[src/rtl/mpu_chk_pkg.sv]
package mpu_chk_pkg;

   typedef enum logic [1:0] {
      ACC_LOAD  = 2'd0,
      ACC_STORE = 2'd1,
      ACC_FETCH = 2'd2,
      ACC_ALT   = 2'd3
   } acc_kind_e;

   typedef struct packed {
      logic bg_fault;
      logic perm_fault;
      logic rd_ok;
      logic wr_ok;
   } verdict_t;

   localparam int unsigned CODE_W   = 4;
   localparam int unsigned SIZE_LSB = 1;
   localparam int unsigned SIZE_W   = 5;

endpackage

[src/rtl/mpu_region_match.sv]
module mpu_region_match #(
   parameter int unsigned ADDR_W = 32
) (
   input  logic [ADDR_W-1:0] cfg,
   input  logic [ADDR_W-1:0] addr,
   output logic              hit
);
   import mpu_chk_pkg::*;

   localparam int unsigned EXT_W = ADDR_W + 1;

   logic [SIZE_W-1:0] size_code;
   logic [EXT_W-1:0]  span_ext;
   logic [EXT_W-1:0]  mask_ext;
   logic [ADDR_W-1:0] keep_mask;

   always_comb begin
      size_code = cfg[SIZE_LSB +: SIZE_W];
      // two-step shift in a wider word so code 31 does not wrap
      span_ext  = ({{ADDR_W{1'b0}}, 1'b1} << size_code) << 1;
      mask_ext  = span_ext - {{ADDR_W{1'b0}}, 1'b1};
      keep_mask = ~mask_ext[ADDR_W-1:0];
      hit       = cfg[0] && (((cfg ^ addr) & keep_mask) == '0);
   end

endmodule

[config.mk]
export PLATFORM = sky130hd
export DESIGN_NAME = mpu_region_match
export DESIGN_NICKNAME = d
export VERILOG_FILES = /design/src/rtl/mpu_chk_pkg.sv /design/src/rtl/mpu_region_match.sv
export SDC_FILE = /design/constraint.sdc
export NUM_CORES = 1
export LEC_CHECK = 0
export BUFFER_PORTS_ARGS = -buffer_cell sky130_fd_sc_hd__buf_4
export CORE_MARGIN = 2
export CORE_UTILIZATION = 45
export DETAILED_ROUTE_END_ITERATION = 6
export PLACE_DENSITY = 0.91
export SLEW_MARGIN = 5
export SYNTH_ARGS = -nofsm -noshare
export SYNTH_HDL_FRONTEND = slang
export SYNTH_SLANG_ARGS = --single-unit
export TNS_END_PERCENT = 1
[constraint.sdc]
create_clock -name vclk -period 6.19
set_clock_uncertainty 0.1 [all_clocks]
set_input_delay 0.3095 -clock vclk [all_inputs]
set_output_delay 0.3095 -clock vclk [all_outputs]
set_load 0.005 [all_outputs]
==> results summary <==
The worst hold path begins at cfg[0]. The peak supply drop came out at 0.04072 mV. The average footprint of a synthesized cell came out at 6.697 um2. The analysis attributes to net switching a power of 0.04144 mW. The detailed-route wire length is 2855 um. The total die area is 0.002448 mm2.

The number of DRC violations after detailed-routing iteration 0 came out at 27. The share of the Yosys chip area taken by registers is 0. The synthesized net count is 204. Hold timing on the final database bottoms out at a slack of 0.9671 ns. The post-cts sizing count is 0. The worst endpoint required time is 5.78 ns.

Of the post-synthesis cell area, the dominant cell type holds 0.1599. The die is 49.48 um wide. The number of post-CTS setup repair buffers came out at 0. After detailed routing, the number of remaining DRC violations is 0. The sort of element at the end of the critical path is a primary output. The global routing usage summed across all routing layers came out at 0.2313. The final sequential cell count came out at 0.

The finished cells cover 0.001375 mm2. The flow ran to the end, and the final reports show no timing, DRC or antenna violations. The count of final hold-check violations is 0. The number of vias per cell came out at 5.714. The worst setup path is of the in -> out kind.

The total iterations of the first detailed-routing run came out at 4. The total area of multi-input combinational cells came out at 853.3 um2. The synthesized instance count is 139. The tightest min-delay check is of the in -> out type. The leakage power summed over all cells is 0.5709 nW. The core area came out at 0.001962 mm2. Sorting the synthesized cells by area gives the leading types as sky130_fd_sc_hd__xnor2_1 16%, sky130_fd_sc_hd__xor2_1 13%, sky130_fd_sc_hd__nand2_1 4.8%, sky130_fd_sc_hd__buf_2 4.3%, sky130_fd_sc_hd__o21ai_0 4.3%. Dividing total power by cell area gives a power density of 67.08 mW/mm2. Detailed placement ended at an HPWL of 2211 um. The signal on the critical path passes through buf_4 > nor3_1 > nand2_1 > ha_1 > nor3b_1 > a21oi_1 > o311ai_0 > nand4_1 > or4_1 > nor4_2 > buf_4. Counting the clock-network buffers in the layout gives 0. The setup total negative slack is 0 ns. The number of max-cap violations is 0. The standard-cell row count came out at 16. For this run, the number of Yosys warnings is 0. The hold-critical path endpoint is hit. The cell area reported after detailed placement is 0.001375 mm2.

The worst path in the final design needs a cycle of 3.599 ns, including I/O delays and setup. The weighted congestion at the end of routability-driven global placement came out at 0.8335. The count of input and output buffers came out at 64. The top fanout value on the critical path came out at 24. In the final layout, the share of cells above drive strength 1 is 0.3474. The power after layout is 0.09224 mW. Of the available clock period, the critical path in the final layout requires 0.5814. Synthesis instantiated 41 different standard cells from the library.

The number of buffer and inverter instances along the worst setup path came out at 2. The most numerous cell type found on the critical path is sky130_fd_sc_hd__buf_4. Cell internal power was estimated by the tool at 0.05080 mW. The worst hold path was traced through 5 stages.

The cell area after technology mapping is 930.9 um2. The largest individual stage delay along the critical path comes from the cell sky130_fd_sc_hd__ha_1. The number of antenna violations at the first check in global routing is 0.

The number of nets in the layout came out at 257. Entering global routing, the biggest net connects 30 pins. The worst slew slack as a fraction of its limit is 0.5285. The final antenna-violating net count is 0. Of the total power, the clock network draws 0. For this run, the slowest stage of the critical path takes 0.46 ns. The dominant delay contributor by cell family on the critical path is simple AND/OR/NAND/NOR gates. The count of final max-slew check failures came to 0. For this configuration, the core starts out at a cell density of 0.4745.

The slew of the pin with the lowest slew margin is 0.7073 ns. The most used standard cell by instance count after synthesis is sky130_fd_sc_hd__xnor2_1. Of all cell types, the one taking the most synthesized area is sky130_fd_sc_hd__xnor2_1. The top achievable clock speed came out at 277.9 MHz. STA classifies the critical path startpoint as an input port. The final routed wire length divided by cell count is 13.16 um.

The number of ports placed on the die boundary came out at 65. The wire length of the first global-routing pass is 4767 um. Sorting the synthesized cells by how often they occur yields 17 x sky130_fd_sc_hd__xnor2_1, 14 x sky130_fd_sc_hd__xor2_1, 12 x sky130_fd_sc_hd__nand2_1. Of the total power, combinational logic draws 1.000. Of the total power, registers draw 0. The vertical die dimension came out at 49.48 um.

The flip-flop and latch area is 0 um2. The via count is 1,240. The overall overflow remaining after global route is 0.

The number of global-route vias before repair came out at 1,178. The count of antenna diodes in the layout came out at 0. Buffers inserted to repair hold after CTS numbered 0. Of the total power, the share spent switching nets is 0.4493. The count of final setup violators is 0.

Setup repair after global routing left no endpoint under its margin. The synthesis-to-layout area growth is 47.72%. The final-layout fill cell count is 178.

The worst path arrival time came out at 3.19 ns.
## layout by cell type (no fill, tap or decap), types with 3 or more instances in the layout
cell	n
sky130_fd_sc_hd__buf_4	64
sky130_fd_sc_hd__xnor2_1	17
sky130_fd_sc_hd__xor2_1	14
sky130_fd_sc_hd__nand2_1	12
sky130_fd_sc_hd__o21ai_0	8
sky130_fd_sc_hd__a21oi_1	7
sky130_fd_sc_hd__nor2_1	6
sky130_fd_sc_hd__nand3_1	6
sky130_fd_sc_hd__nand4_1	5
sky130_fd_sc_hd__a31oi_1	4
sky130_fd_sc_hd__nor4_1	4
sky130_fd_sc_hd__o211ai_1	4
sky130_fd_sc_hd__nor3_1	3
sky130_fd_sc_hd__and2_1	3
## layer usage
layer | GRT usage | up-vias | share of wire
li1 | - | 622 | -
met1 | 0.2949 | 552 | 0.41
met2 | 0.4279 | 61 | 0.49
met3 | 0.01515 | 5 | 0.087
met4 | 0.04167 | 0 | 0.0095
met5 | 0 | - | 0
## power groups by stage
stage                     combinational (mW)  clock, mW  sequential [mW]
after detailed placement              0.0914          0                0
after floorplan                       0.0509          0                0
final                                 0.0922          0                0
after global routing                   0.101          0                0
after global placement                0.0892          0                0
after CTS                             0.0919          0                0
## layout make-up
| class | count | area share |
|---|---|---|
| repair buffers | 64 | 0.3494 |
| inverters | 2 | 0.005460 |
| well taps | 27 | 0.02457 |
| multi-input cells | 124 | 0.6206 |
## kinds of logic after synthesis
| group | synth area share |
|---|---|
| xor gates and xnor gates | 0.2917 |
| buffers and inverters | 0.08334 |
| adders and majority gates | 0.02419 |
| AOI/OAI and AO/OA | 0.2527 |
| muxes | 0.01075 |
| and+or+nand+nor | 0.3374 |
## metrics by stage
step | setup WS [ns] | instances | utilization
CTS | 2.655 | 217 | 0.7009
global placement | 2.707 | 217 | 0.7009
floorplan | 3.365 | 139 | -
finish | 2.591 | 217 | 0.7009
detailed placement | 2.660 | 217 | 0.7009
global route | 2.382 | 217 | 0.7009
## worst max-delay path by stage
stage,from,endpoint,cells after the start,slack [ns]
finish,cfg[4],hit,11,2.59
global route,cfg[4],hit,10,2.38
CTS,cfg[4],hit,10,2.66
detailed placement,cfg[4],hit,11,2.66
global placement,cfg[4],hit,11,2.71
floorplan,cfg[3],hit,11,3.37
Power figures use the tool's default switching activity.
